[src/rtl/pwrseq_pkg.sv]
package pwrseq_pkg;

    typedef enum logic [2:0] {
        ST_FULL_RESET = 3'd0,
        ST_PLL_SETTLE = 3'd1,
        ST_CPU_BOOT   = 3'd2,
        ST_HOST_WAIT  = 3'd3,
        ST_RUN        = 3'd4
    } seq_state_e;

    // Settling interval in reference clock cycles.
    function automatic int unsigned settle_cycles(input int unsigned clk_hz,
                                                  input int unsigned ms);
        return (clk_hz / 1000) * ms;
    endfunction

endpackage

[src/rtl/pwrseq_sync.sv]
module pwrseq_sync #(
    parameter int unsigned STAGES = 2
) (
    input  logic clk,
    input  logic rst_n,
    input  logic async_i,
    output logic level_o,
    output logic rise_o
);

    typedef struct packed {
        logic [STAGES-1:0] chain;
        logic              prev;
    } sync_t;

    sync_t s_d, s_q;

    assign level_o = s_q.chain[STAGES-1];
    assign rise_o  = level_o & ~s_q.prev;

    always_comb begin
        s_d       = s_q;
        s_d.chain = {s_q.chain[STAGES-2:0], async_i};
        s_d.prev  = level_o;
    end

    always_ff @(posedge clk or negedge rst_n) begin
        if (!rst_n) s_q <= '0;
        else        s_q <= s_d;
    end

    // an edge yields a single-cycle pulse
    p_rise_single_r2: assert property (@(posedge clk) disable iff (!rst_n)
        rise_o |=> !rise_o);

endmodule

[src/rtl/pwrseq_timer.sv]
module pwrseq_timer #(
    parameter int unsigned COUNT = 6_000_000
) (
    input  logic clk,
    input  logic rst_n,
    input  logic run_i,
    output logic done_o
);

    localparam int unsigned W = (COUNT > 1) ? $clog2(COUNT) : 1;
    localparam logic [W-1:0] LAST = W'(COUNT - 1);

    typedef struct packed {
        logic [W-1:0] cnt;
    } tmr_t;

    tmr_t t_d, t_q;

    assign done_o = run_i && (t_q.cnt == LAST);

    always_comb begin
        t_d = t_q;
        if (!run_i || done_o) t_d.cnt = '0;
        else                  t_d.cnt = t_q.cnt + 1'b1;
    end

    always_ff @(posedge clk or negedge rst_n) begin
        if (!rst_n) t_q <= '0;
        else        t_q <= t_d;
    end

    // count never passes the final value
    p_cnt_range_r3: assert property (@(posedge clk) disable iff (!rst_n)
        t_q.cnt <= LAST);

    // leaving the settle stage clears the count
    p_cnt_clear_r8: assert property (@(posedge clk) disable iff (!rst_n)
        !run_i |=> t_q.cnt == '0);

endmodule

[src/rtl/pwrseq_fsm.sv]
module pwrseq_fsm
    import pwrseq_pkg::*;
(
    input  logic clk,
    input  logic rst_n,
    input  logic sense_lvl_i,
    input  logic sense_rise_i,
    input  logic settle_done_i,
    input  logic boot_done_i,
    input  logic proj_on_i,
    output logic settle_run_o,
    output logic pll_rst_o,
    output logic core_rst_o,
    output logic io_oe_o,
    output logic final_en_o,
    output logic busy_o
);

    typedef struct packed {
        seq_state_e state;
        logic       pend;
    } fsm_t;

    fsm_t f_d, f_q;

    always_comb begin
        f_d = f_q;
        unique case (f_q.state)
            ST_FULL_RESET: begin
                f_d.pend = 1'b0;
                if (sense_rise_i) f_d.state = ST_PLL_SETTLE;
            end
            ST_PLL_SETTLE: begin
                if (proj_on_i)     f_d.pend  = 1'b1;
                if (settle_done_i) f_d.state = ST_CPU_BOOT;
            end
            ST_CPU_BOOT: begin
                if (proj_on_i) f_d.pend = 1'b1;
                if (boot_done_i) begin
                    f_d.state = (f_q.pend || proj_on_i) ? ST_RUN : ST_HOST_WAIT;
                    f_d.pend  = 1'b0;
                end
            end
            ST_HOST_WAIT: begin
                if (proj_on_i) f_d.state = ST_RUN;
            end
            ST_RUN: begin
                f_d.state = ST_RUN;
            end
            default: begin
                f_d.state = ST_FULL_RESET;
                f_d.pend  = 1'b0;
            end
        endcase
        if (!sense_lvl_i) begin
            f_d.state = ST_FULL_RESET;
            f_d.pend  = 1'b0;
        end
    end

    always_ff @(posedge clk or negedge rst_n) begin
        if (!rst_n) f_q <= '{state: ST_FULL_RESET, pend: 1'b0};
        else        f_q <= f_d;
    end

    always_comb begin
        settle_run_o = (f_q.state == ST_PLL_SETTLE);
        pll_rst_o    = (f_q.state == ST_FULL_RESET);
        core_rst_o   = (f_q.state == ST_FULL_RESET) || (f_q.state == ST_PLL_SETTLE);
        io_oe_o      = !core_rst_o;
        final_en_o   = (f_q.state == ST_RUN);
        busy_o       = (f_q.state != ST_HOST_WAIT) && (f_q.state != ST_RUN);
    end

    // PLL leaves reset only after a synchronised rising edge
    p_pll_on_rise_r2: assert property (@(posedge clk) disable iff (!rst_n)
        $fell(pll_rst_o) |-> $past(sense_rise_i));

    // core leaves reset only when the settle timer has expired
    p_core_after_settle_r3: assert property (@(posedge clk) disable iff (!rst_n)
        $fell(core_rst_o) |-> $past(settle_done_i));

    // busy drops only on processor completion
    p_busy_on_done_r5: assert property (@(posedge clk) disable iff (!rst_n)
        $fell(busy_o) |-> $past(boot_done_i));

    // final stage needs a live or remembered host request
    p_final_needs_req_r6: assert property (@(posedge clk) disable iff (!rst_n)
        $rose(final_en_o) |-> ($past(proj_on_i) || $past(f_q.pend)));

    // loss of sense forces full reset on the next edge
    p_sense_drop_r8: assert property (@(posedge clk) disable iff (!rst_n)
        !sense_lvl_i |=> (pll_rst_o && core_rst_o && !io_oe_o && !final_en_o));

endmodule

[src/rtl/pwrseq_top.sv]
module pwrseq_top #(
    parameter int unsigned REF_CLK_HZ  = 100_000_000,
    parameter int unsigned LOCK_MS     = 60,
    parameter int unsigned SYNC_STAGES = 2
) (
    input  logic clk,
    input  logic rst_n,
    input  logic pwr_sense_i,
    input  logic proj_on_i,
    input  logic boot_done_i,
    output logic pll_rst_o,
    output logic core_rst_o,
    output logic io_oe_o,
    output logic final_en_o,
    output logic busy_o
);

    localparam int unsigned LOCK_CYCLES =
        pwrseq_pkg::settle_cycles(REF_CLK_HZ, LOCK_MS);

    logic sense_lvl;
    logic sense_rise;
    logic settle_run;
    logic settle_done;

    pwrseq_sync #(
        .STAGES (SYNC_STAGES)
    ) u_sync (
        .clk     (clk),
        .rst_n   (rst_n),
        .async_i (pwr_sense_i),
        .level_o (sense_lvl),
        .rise_o  (sense_rise)
    );

    pwrseq_timer #(
        .COUNT (LOCK_CYCLES)
    ) u_timer (
        .clk    (clk),
        .rst_n  (rst_n),
        .run_i  (settle_run),
        .done_o (settle_done)
    );

    pwrseq_fsm u_fsm (
        .clk           (clk),
        .rst_n         (rst_n),
        .sense_lvl_i   (sense_lvl),
        .sense_rise_i  (sense_rise),
        .settle_done_i (settle_done),
        .boot_done_i   (boot_done_i),
        .proj_on_i     (proj_on_i),
        .settle_run_o  (settle_run),
        .pll_rst_o     (pll_rst_o),
        .core_rst_o    (core_rst_o),
        .io_oe_o       (io_oe_o),
        .final_en_o    (final_en_o),
        .busy_o        (busy_o)
    );

endmodule

[config.mk]
export PLATFORM = sky130hd
export DESIGN_NAME = pwrseq_top
export DESIGN_NICKNAME = d
export VERILOG_FILES = /design/src/rtl/pwrseq_pkg.sv /design/src/rtl/pwrseq_sync.sv /design/src/rtl/pwrseq_timer.sv /design/src/rtl/pwrseq_fsm.sv /design/src/rtl/pwrseq_top.sv
export SDC_FILE = /design/constraint.sdc
export NUM_CORES = 1
export LEC_CHECK = 0
export ABC_CLOCK_PERIOD_IN_PS = 2000
export BUFFER_PORTS_ARGS = -buffer_cell sky130_fd_sc_hd__buf_2
export CAP_MARGIN = 15
export CORE_UTILIZATION = 54
export DETAILED_ROUTE_END_ITERATION = 7
export PLACE_DENSITY = 0.77
export SLEW_MARGIN = 30
export SYNTH_ARGS = -nofsm -noshare
export SYNTH_HDL_FRONTEND = slang
export SYNTH_HIERARCHICAL = 1
export SYNTH_SLANG_ARGS = --single-unit
[constraint.sdc]
create_clock -name clk -period 2 [get_ports clk]
set_input_delay 0.3 -clock clk [delete_from_list [all_inputs] [get_ports clk]]
set_output_delay 0.3 -clock clk [all_outputs]
set_load 0.01 [all_outputs]
* Word-level counts from Yosys, hierarchy flattened
Cells that the tools add are included.
W data, S select, Z words.
** Word-level totals
- Bits in registers :: 30
- Input bits :: 5
- Output and inout bits :: 5
- Logic and storage cells :: 40
** Cells by class
- $add $sub $neg :: 1
- Equal/unequal tests :: 12
- Multiplexer cells :: 10
- Bitwise operators :: 2
- Reductions and logical operators :: 10
** Operators by type and width (count)
- $add A23 B1 Y23 const B :: 1
- $eq A23 B23 Y1 const B :: 1
- $mux W23 :: 1
- $ne A3 B3 Y1 const B :: 5
- $pmux W3 S5 :: 1
- $mux W3 :: 4
- $mux W4 :: 2
- $eq A3 B2 Y1 const B :: 2
- $reduce_and A4 Y1 :: 1
- $eq A3 B1 Y1 const B :: 1
- $eq A3 B3 Y1 const B :: 1
- $logic_not A3 Y1 :: 1
- $logic_or A1 B1 Y1 :: 3
- $ne A3 B2 Y1 const B :: 1
- $pmux W1 S3 :: 1
- $logic_and A1 B1 Y1 :: 2
- $logic_not A1 Y1 :: 2
- $ne A2 B2 Y1 const B :: 1
- $reduce_or A2 Y1 :: 1
- $and A1 B1 Y1 :: 1
- $mux W1 :: 1
- $not A1 Y1 :: 1

* Longest topological paths before layout
Gate-level depths: netlist of the first run.
- Word-level depth :: 5
- Depth in mapped cells :: 8

* Modules after synthesis
The synthesis of the first run kept the hierarchy.
** Modules (own cells, without submodules)
- pwrseq_timer :: times used 1, cells each 132, area an instance 1278.7 um2
- pwrseq_fsm :: times used 1, cells each 34, area an instance 305.3 um2
- pwrseq_sync :: times used 1, cells each 4, area an instance 88.8 um2

* Worst setup path before layout of the first run
No wires, ideal clock.
- Path type :: reg-to-reg
- Start :: register u_fsm/f_q[2] (netlist bit)
- End :: register u_fsm/f_q[1] (netlist bit)
- Setup time :: 0.128 ns
- Arrival :: 1.950 ns
- Setup slack :: -0.078 ns
- Stages on the path, launching flop included :: 9
- Buffers on the path :: 0
- Period minus slack after synthesis :: 2.078 ns
- Path through :: dfrtp_1 nor2_1 inv_1 nor2_1 inv_1 nor3_1 nand2_1 a32oi_1 mux2_1
** On the way
- Word-level cells in the longest chain between the ends :: 4
- Elaborated cells between the ends (all ways) :: 13
** RTL lines
- start: declaration :: RTL line pwrseq_fsm.sv:24 : fsm_t f_d, f_q;
- start signal: assignment :: RTL line pwrseq_fsm.sv:62 : if (!rst_n) f_q <= '{state: ST_FULL_RESET, pend: 1'b0};
- $eq A3 B1 Y1 :: RTL line pwrseq_fsm.sv:67 : settle_run_o = (f_q.state == ST_PLL_SETTLE);
- named net settle_run :: RTL line pwrseq_top.sv:23 : logic settle_run;
- $logic_and A1 B1 Y1 :: RTL line pwrseq_timer.sv:19 : assign done_o = run_i && (t_q.cnt == LAST);
- named net settle_done :: RTL line pwrseq_top.sv:24 : logic settle_done;
- $ne A3 B3 Y1 (no line)
- $reduce_and A4 Y1 (no line)
The timed path passes the listed nets, and every way through them passes these cells.
A chain may end at the register's enable or synchronous reset.

* Worst setup path after layout of the first run
- Start :: register u_timer/t_q[16] (netlist bit)
- End :: register u_fsm/f_q[1] (netlist bit)
** On the way
- Word-level cells in the longest chain between the ends :: 4
** RTL lines
- start: declaration :: RTL line pwrseq_timer.sv:17 : tmr_t t_d, t_q;
- start signal: assignment :: RTL line pwrseq_timer.sv:29 : else t_q <= t_d;
- $eq A23 B23 Y1 :: RTL line pwrseq_timer.sv:19
- $logic_and A1 B1 Y1 :: RTL line pwrseq_timer.sv:19
- named net settle_done :: RTL line pwrseq_top.sv:24
- $ne A3 B3 Y1 (no line)
- $reduce_and A4 Y1 (no line)
The timed path passes the listed nets, and every way through them passes these cells.

==> results of run 1 <==
[flip-flops by register name, indices dropped and copies added (netlist names)]
name,count
u_timer/t_q,23
u_sync/level_o,1
u_sync/s_q,1
u_sync/s_d,1
u_fsm/f_q,4
[metrics by stage]
stage	util, %	setup slack (ps)	hold WS, ps	area [um^2]
after floorplan	-	2.69	4.41	1680
after global placement	64.6	121	345	1840
after detailed placement	64.6	17.2	344	1840
after CTS	66.8	9.54	5.23	1900
after global routing	68.6	25.4	27.7	1960
final	68.6	99.3	-21.1	1960
[routing by layer]
metal	GRT usage [%]	part of all wire, %	vias up	routed length (um)
met5	0	0	-	0
met3	7.81	5.4	6	197
met1	32.2	45	682	1660
li1	-	-	672	-
met4	8.50	1.3	0	49
met2	40.4	48	44	1760
[power breakdown]
| part | internal [mW] | switching (mW) |
|---|---|---|
| Combinational | 0.0323 | 0.0512 |
| Clock | 0.170 | 0.207 |
| Sequential | 0.614 | 0.00734 |
[synthesized netlist by cell type (3+ instances only)]
master	n	area share [%]
mux2i_1	4	2.4
xnor2_1	10	5.2
nand3_1	9	2.7
nand4_1	7	2.6
o21ai_0	6	1.8
nor3_1	7	2.1
inv_1	8	1.8
a21oi_1	10	3.0
xor2_1	3	1.6
nor2_1	21	4.7
dfrtp_1	30	45
nand2_1	6	1.3
nor4_1	7	2.6
[kinds of logic (layout without fill, tap and decap cells)]
family | count (synthesis) | after routing | synth area share (%)
AOI/OAI and AO/OA | 26 | 26 | 10.4
xor gates and xnor gates | 13 | 13 | 6.81
adders and majority gates | 1 | 1 | 0.748
buffers and inverters | 15 | 45 | 4.79
DFF | 30 | 30 | 44.9
muxes | 5 | 5 | 3.07
and+or+nand+nor | 80 | 80 | 29.3
[final cells by class]
type	count	area [um^2]
sequential	30	752
clock inverter	1	5.00
inverter	8	30.0
timing repair buffer	29	195
fill	232	897
multi-input combinational	125	880
tap	31	38.8
clock buffer	7	55.1
[critical path: stages (launching register included)]
cell,delay (ps)
dfrtp_1,420
nand4_1,150
or2_2,360
nor3_2,160
nand2_1,100
a32oi_2,250
mux2_1,350
[repair_timing]
action | in CTS | in global routing
buffers inserted | 0 | 2
endpoints found under the setup margin | 0 | 2
resized for setup | 0 | 7
[how the worst max path moves through the flow]
stage                            to            start  slack, ps
detailed placement     u_fsm/f_q[1]   u_timer/t_q[8]         20
global placement       u_fsm/f_q[1]   u_timer/t_q[8]        120
floorplan              u_fsm/f_q[1]     u_fsm/f_q[2]          3
global route        u_timer/t_q[20]   u_timer/t_q[1]         30
finish                 u_fsm/f_q[1]  u_timer/t_q[16]        100
CTS                    u_fsm/f_q[1]   u_timer/t_q[8]         10
==> results.cfg, run 1 <==
[timing]
max_freq_mhz = 526
whs_ps = -21.1
maxSlewViolCount = 0
rsz0062_at_grt = false
max_slew.worst_pin.slew_ps = 651
hold_viol_final = 30
tns_ps = 0
post-route-min-period_ps = 1900
relSlewSlack_pct = 56.6
fin_crit_sh_pct = 95.0
finClkSkew_ps = 10.2
setup_violations = 0

[worst_setup_path]
r2r_cells = 6
cp.arrival_ps = 2130
endpoint_kind = flop
setup.worst_path.class = reg2reg
r2r-end = u_fsm/f_q[1]
cp_max_fo = 4
start_kind = flop
r2r-start = u_timer/t_q[16]
r2r_slack_ps = 100
critPathRequiredTime_ps = 2230

[clock_network]
clk_pin_slew_ps = 100
cts-buffers-inserted = 5
postCtsHoldBufs = 0
clockRootBuffer = clkbuf_4
cts_tree = built
cts_max_level = 2
cts_sinks = 30
insertion_delay_ps = 340
cts_buffer_depth = 2

[detailed_routing]
drcViolationCount = 0
drt-pass1-iter-count = 4
vias = 1404
avgViaCountPerCell = 6.08
avgRoutedWirePerCell_um = 15.9
drt_wl_total_mm = 3.67
drtIter0Drc = 79
antenna_left = 0

[floorplanning]
initial_utilization_pct = 58.6
die_x_um = 57.7
rows = 19
dieArea_um2 = 3320
core_region_area_um2 = 2850
die_h_um = 57.7
num_io_pins = 10

[layout]
area_growth_pct = 16.9
antenna_cells = 0
drive_above_1_share_pct = 27.0
fin_cells = 231
nNetsFinal = 205
final_common_cell = dfrtp_1
layout_common_cells = 29 x dfrtp_1, 20 x nor2_1, 20 x buf_4, 10 x xnor2_1

[logic_synthesis]
syn-num-nets = 176
async_flop_share_pct = 100
synth_edf_count = 0
ys_seq_elements = 30
seq_area_frac_synth_pct = 44.9
postSynthCellCount = 170
synthFlopType = dfrtp_1
syn_area_um2 = 1670
synth_warnings = 6
yosysUniqueCellTypes = 46
synth.avg_cell_area_um2 = 9.84

[hold_path]
min_path_type = in2async

[placement]
dp_hpwl_mm = 2.66
gp_congestion = 0.910
io_buffers = 9
dp.cells = 221

[power_and_ir_drop]
p_total_mw = 1.08
p_leak_nw = 0.804
ir_worst_vdd_mv = 0.491
p_per_area_nw_per_um2 = 553

[grt]
grtUsageTotal_pct = 25.0
grt_pass1_vias = 1375
grt_overflow = 0
grt_max_degree = 31
antenna_found_initial = 0
grt_pass1_wl_mm = 6.12

[outcome]
violations = hold timing
status = finished, violations left

[job]
maxCapViolations = 0
(Power assumes the default switching activity.)
==> inputs of run 2 (changes only) <==
CORE_ASPECT_RATIO = 0.8   (was unset)
==> results.cfg, run 2 (synthesis gave the netlist of run 1 again) <==
[timing]
relSlewSlack_pct = 56.4
post-route-min-period_ps = 1970
fin_crit_sh_pct = 98.5
maxSlewViolCount = 0
setup_violations = 0
tns_ps = 0
hold_viol_final = 0
finClkSkew_ps = 5.50
max_freq_mhz = 507
setup_slack_ps = 29.5
max_slew.worst_pin.slew_ps = 654

[power_and_ir_drop]
ir_worst_vdd_mv = 0.475
p_leak_nw = 0.809
p_per_area_nw_per_um2 = 616
p_total_mw = 1.22

[worst_setup_path]
endpoint_kind = flop
start_kind = flop
r2r_slack_ps = 30
critPathRequiredTime_ps = 2160
cp_slowest_cell = dfrtp_1
crit_start = u_timer/t_q[1]
setup.worst_path.class = reg2reg
r2r_cells = 7
cp.arrival_ps = 2130
path_cells = ha_4 -> and4_1 -> nand4_1 -> nor3_1 -> nand2_1 -> a32oi_2 -> mux2_1
r2r-end = u_fsm/f_q[1]
slowest_delay_ps = 430
r2r-start = u_timer/t_q[1]
cp_max_fo = 5

[grt]
grt_pass1_vias = 1331
grtUsageTotal_pct = 26.8
grt_max_degree = 31
grt_overflow = 0
grt_pass1_wl_mm = 6.42
antenna_found_initial = 0

[placement]
io_buffers = 9
dp_hpwl_mm = 2.88
dpl_cell_area_um2 = 1850
gp_congestion = 0.822
dp_slack_ps = 3.98

[clock_network]
cts_sinks = 30
cts_tree = built
clk_pin_slew_ps = 70
insertion_delay_ps = 280
clockRootBuffer = clkbuf_8
cts-buffers-inserted = 5
cts_max_level = 2
cts_buffer_depth = 2

[layout]
utilization_pct = 69.3
reg.largest.list = u_timer/t_q x23, u_fsm/f_q x4
largest_reg_flops = 23
final_common_cell = dfrtp_1
antenna_cells = 0
area_growth_pct = 18.1
final_cell_area_um2 = 1980
layout_common_cells = 30 x dfrtp_1, 20 x nor2_1, 19 x buf_4, 10 x a21oi_1, 10 x xnor2_1
nNetsFinal = 204
drive_above_1_share_pct = 25.1
top_register = u_timer/t_q

[outcome]
status = completed

[job]
maxCapViolations = 0

[floorplanning]
die_x_um = 64.2
die_h_um = 51.8
num_io_pins = 10
initial_utilization_pct = 58.7
rows = 17
core_region_area_um2 = 2850
dieArea_um2 = 3330

[detailed_routing]
drcViolationCount = 0
vias = 1408
avgViaCountPerCell = 5.94
drt_wl_total_mm = 3.96
antenna_left = 0
drt-pass1-iter-count = 4
drtIter0Drc = 141
avgRoutedWirePerCell_um = 16.7

[hold_path]
min_path_type = in2async
[run 2: changes by cell type in the layout (fill, tap and decap cells not counted)]
cell        change
a21oi_1         +1
a21oi_2         -1
buf_4           -1
clkbuf_1        -1
clkbuf_4        -5
clkbuf_8        +5
clkinvlp_4      +1
dfrtp_1         +1
dfrtp_2         -1
nor3_1          +1
nor3_2          -1
nor4_1          +1
nor4_2          -1
[run 2: metrics by stage]
stage / instances / hold WS (ps)
finish: 237 / 43.6
global route: 237 / 109
CTS: 236 / 66.9
detailed placement: 228 / 338
global placement: 228 / 334
floorplan: 170 / 4.41
[run 2: layer usage]
metal	wire length [um]	track usage, %	vias to the layer above
met1	1840	36.4	693
met3	213	5.92	7
met4	42	9.63	0
li1	-	-	670
met5	0	0	-
met2	1870	42.6	38
[run 2: worst max-delay path by stage]
stage,end,cells past startpoint
finish,u_fsm/f_q[1],7
global route,u_fsm/f_q[1],7
CTS,u_fsm/f_q[1],7
detailed placement,u_fsm/f_q[1],7
global placement,u_fsm/f_q[1],7
floorplan,u_fsm/f_q[1],8
[run 2: timing repair]
item,4_1_cts,5_1_grt
pin swaps,0,1
endpoints found under the setup margin,1,1
gates resized for setup,1,2
setup buffers,0,1
gates cloned,0,0
hold buffers,0,0
[run 2: where the power goes]
group,switching [mW],internal [mW]
registers,0.00731,0.615
logic,0.0536,0.0348
clock network,0.231,0.276
[run 2: final cells by class]
class / count / area [um^2]
clock buffer: 6 / 82.6
clock inverter: 2 / 12.5
fill: 224 / 875
inverter: 8 / 30.0
multi-input combinational: 125 / 865
sequential: 30 / 751
tap: 38 / 47.5
timing repair buffer: 28 / 188
[run 2: critical path, delay by kind of cell, from the launching register on]
| family | cells | cell delay [ps] |
|---|---|---|
| AOI/OAI and AO/OA | 1 | 250 |
| and+or+nand+nor | 4 | 610 |
| DFF | 1 | 430 |
| adders and majority gates | 1 | 180 |
| muxes | 1 | 370 |
==> inputs of run 3 (changes only) <==
CORE_UTILIZATION = 53   (was 54)
PLACE_DENSITY = 0.76   (was 0.77)
SYNTH_HIERARCHICAL = unset   (was 1)
==> results.cfg, run 3 <==
[outcome]
status = finished, violations left
violations = hold timing

[layout]
fin_cells = 215
final_cell_area_um2 = 1690
drive_above_1_share_pct = 19.0
nNetsFinal = 184
fill_cells = 204
area_growth_pct = 11.9
reg.largest.list = u_timer.t_q x23, u_fsm.f_q x4
largest_reg_flops = 23
top_register = u_timer.t_q
final_common_cell = dfrtp_1
layout_common_cells = 30 x dfrtp_1, 22 x nor2_1, 13 x a21oi_1, 10 x xnor2_1
antenna_cells = 0
multi_input_area_um2 = 713
regArea_um2 = 751

[detailed_routing]
drtIter0Drc = 46
highest_layer = met4
drt_wl_total_mm = 2.89
drcViolationCount = 0
dr_wl_met3_um = 110
avgRoutedWirePerCell_um = 13.4
met2_length_mm = 1.23
antenna_left = 0
avgViaCountPerCell = 5.68
vias = 1221
wl_met1_mm = 1.52
drt-pass1-iter-count = 4

[logic_synthesis]
seq_area_frac_synth_pct = 49.6
syn_area_um2 = 1510
async_flop_share_pct = 100
synth_area_leaders = dfrtp_1 50%, xnor2_1 5.8%, nor2_1 5.5%, a21oi_1 4.3%, o21ai_0 3.0%
synth_top_area_share_pct = 49.6
syn-num-nets = 168
ys_seq_elements = 30
synthTopCellsByCount = 30 x dfrtp_1, 22 x nor2_1, 13 x a21oi_1
yosys.cell_count.top_type = dfrtp_1
synthFlopType = dfrtp_1
synth_warnings = 0
synth_area_leader_cell = dfrtp_1
synth.avg_cell_area_um2 = 9.34
postSynthCellCount = 162
synth_edf_count = 0
yosysUniqueCellTypes = 34

[power_and_ir_drop]
intPower_mw = 0.983
ir_worst_vdd_mv = 0.643
p_switching_mw = 0.512
combPwrFrac_pct = 27.8
p_total_mw = 1.49
power_frac_seq_pct = 47.8
pwr-share-clk_pct = 24.4
p_sw_share_pct = 34.3
p_per_area_nw_per_um2 = 883
p_leak_nw = 0.697

[timing]
max_slew.worst_pin.slew_ps = 642
maxSlewViolCount = 0
rsz0062_at_grt = false
hold_viol_final = 16
setup_slack_ps = 86.3
whs_ps = -8.57
post-route-min-period_ps = 1910
finClkSkew_ps = 11.5
max_freq_mhz = 523
fin_crit_sh_pct = 95.7
relSlewSlack_pct = 57.2
setup_violations = 0

[grt]
antenna_found_initial = 0
grt_pass1_wl_mm = 4.95
grtUsageTotal_pct = 22.0
grt_max_degree = 31
grt_overflow = 0
grt_pass1_vias = 1105

[clock_network]
cts_max_level = 2
clk_pin_slew_ps = 100
postCtsHoldBufs = 0
cts-buffers-inserted = 5
insertion_delay_ps = 320
cts_sinks = 30
cts_buffer_depth = 2
clockRootBuffer = clkbuf_4
cts_tree = built

[hold_path]
min_path_type = in2async

[job]
maxCapViolations = 0

[worst_setup_path]
setup.worst_path.class = reg2reg
r2r_cells = 5
start_kind = flop
critPathRequiredTime_ps = 2250
cp_max_fo = 8
endpoint_kind = flop
cp.arrival_ps = 2160

[placement]
io_buffers = 9
dpl_cell_area_um2 = 1620
dp_slack_ps = -33.0
gp_congestion = 0.830
dp.cells = 206
dp_hpwl_mm = 2.05

[floorplanning]
die_h_um = 49.8
rows = 16
initial_utilization_pct = 58.6
core_region_area_um2 = 2580
die_x_um = 61.7
dieArea_um2 = 3070
num_io_pins = 10
==> run 3: cell count changes in the layout (fill, tap and decap cells not counted), sizes merged, moves of 2 or more <==
cell / previous run / this run
buf: 28 / 15
nand4: 8 / 3
a21oi: 10 / 13
mux2i: 4 / 1
nor3: 7 / 4
nor4: 8 / 5
or3: 3 / 6
a211oi: 2 / 0
a31o: 0 / 2
o21ai: 7 / 9
o31ai: 1 / 3
or3b: 2 / 0
==> run 3: worst max-delay path: stages, from the launching register on <==
cell and delay, ps:
dfrtp_1 360, ha_2 210, nand3_2 100, or4_4 590
or4_1 430, a21oi_1 150
==> run 3: power by group through the flow <==
stage          Clock [mW]  Combinational, mW  Sequential (mW)
6_report            0.365              0.416            0.714
5_1_grt             0.411              0.467            0.724
4_1_cts             0.377              0.403            0.715
3_5_place_dp            0              0.403            0.727
3_3_place_gp            0              0.390            0.722
2_1_floorplan           0              0.312            0.693
==> run 3: per-layer routing <==
metal | track usage, % | vias to the layer above
li1 | - | 599
met1 | 33.6 | 588
met2 | 29.2 | 28
met3 | 6.56 | 6
met4 | 7.78 | 0
met5 | 0 | -
==> run 3: per-stage QoR <==
stage / TNS (ps) / util [%]
6_report: 0 / 65.6
3_5_place_dp: -56.9 / 62.5
4_1_cts: 0 / 65.0
3_3_place_gp: 0 / 62.5
2_1_floorplan: 0 / -
5_1_grt: 0 / 65.6
==> run 3: cell type report <==
| class | instances | area share (%) |
|---|---|---|
| repair buffers | 15 | 5.32 |
| clock inverters | 1 | 0.296 |
| multi-input cells | 117 | 42.1 |
| flip-flops and latches | 30 | 44.3 |
| clock buffers | 7 | 3.25 |
| well taps | 36 | 2.66 |
| inverters | 9 | 2.00 |
==> run 3: path summary, 6_finish.rpt <==
check	from	endpoint	slack, ps
setup / recovery	u_timer.t_q[0]	u_timer.t_q[20]	90
max in group asynchronous	rst_n	u_timer.t_q[11]	1580
min in group clk	pwr_sense_i	u_sync.s_d[2]	90
setup reg to reg	u_timer.t_q[0]	u_timer.t_q[20]	90
hold reg to reg	u_sync.s_d[2]	u_sync.level_o	360
hold / removal	rst_n	u_timer.t_q[16]	-9
==> run 3: timing repair <==
action                                 CTS  global route
setup buffers                            0             1
endpoints found under the hold margin    0             0
setup endpoints to repair                2             4
resized for setup                        1             2
==> run 3: cell families (layout without fill, tap and decap cells) <==
| kind of cell | count (synthesis) | after routing | share of synthesized area, % |
|---|---|---|---|
| and+or+nand+nor | 72 | 72 | 25.9 |
| AOI/OAI and AO/OA | 29 | 29 | 10.8 |
| DFF | 30 | 30 | 49.6 |
| muxes | 2 | 2 | 1.41 |
| buffers and inverters | 15 | 32 | 3.89 |
| adders and majority gates | 1 | 1 | 0.827 |
| xor gates and xnor gates | 13 | 13 | 7.53 |
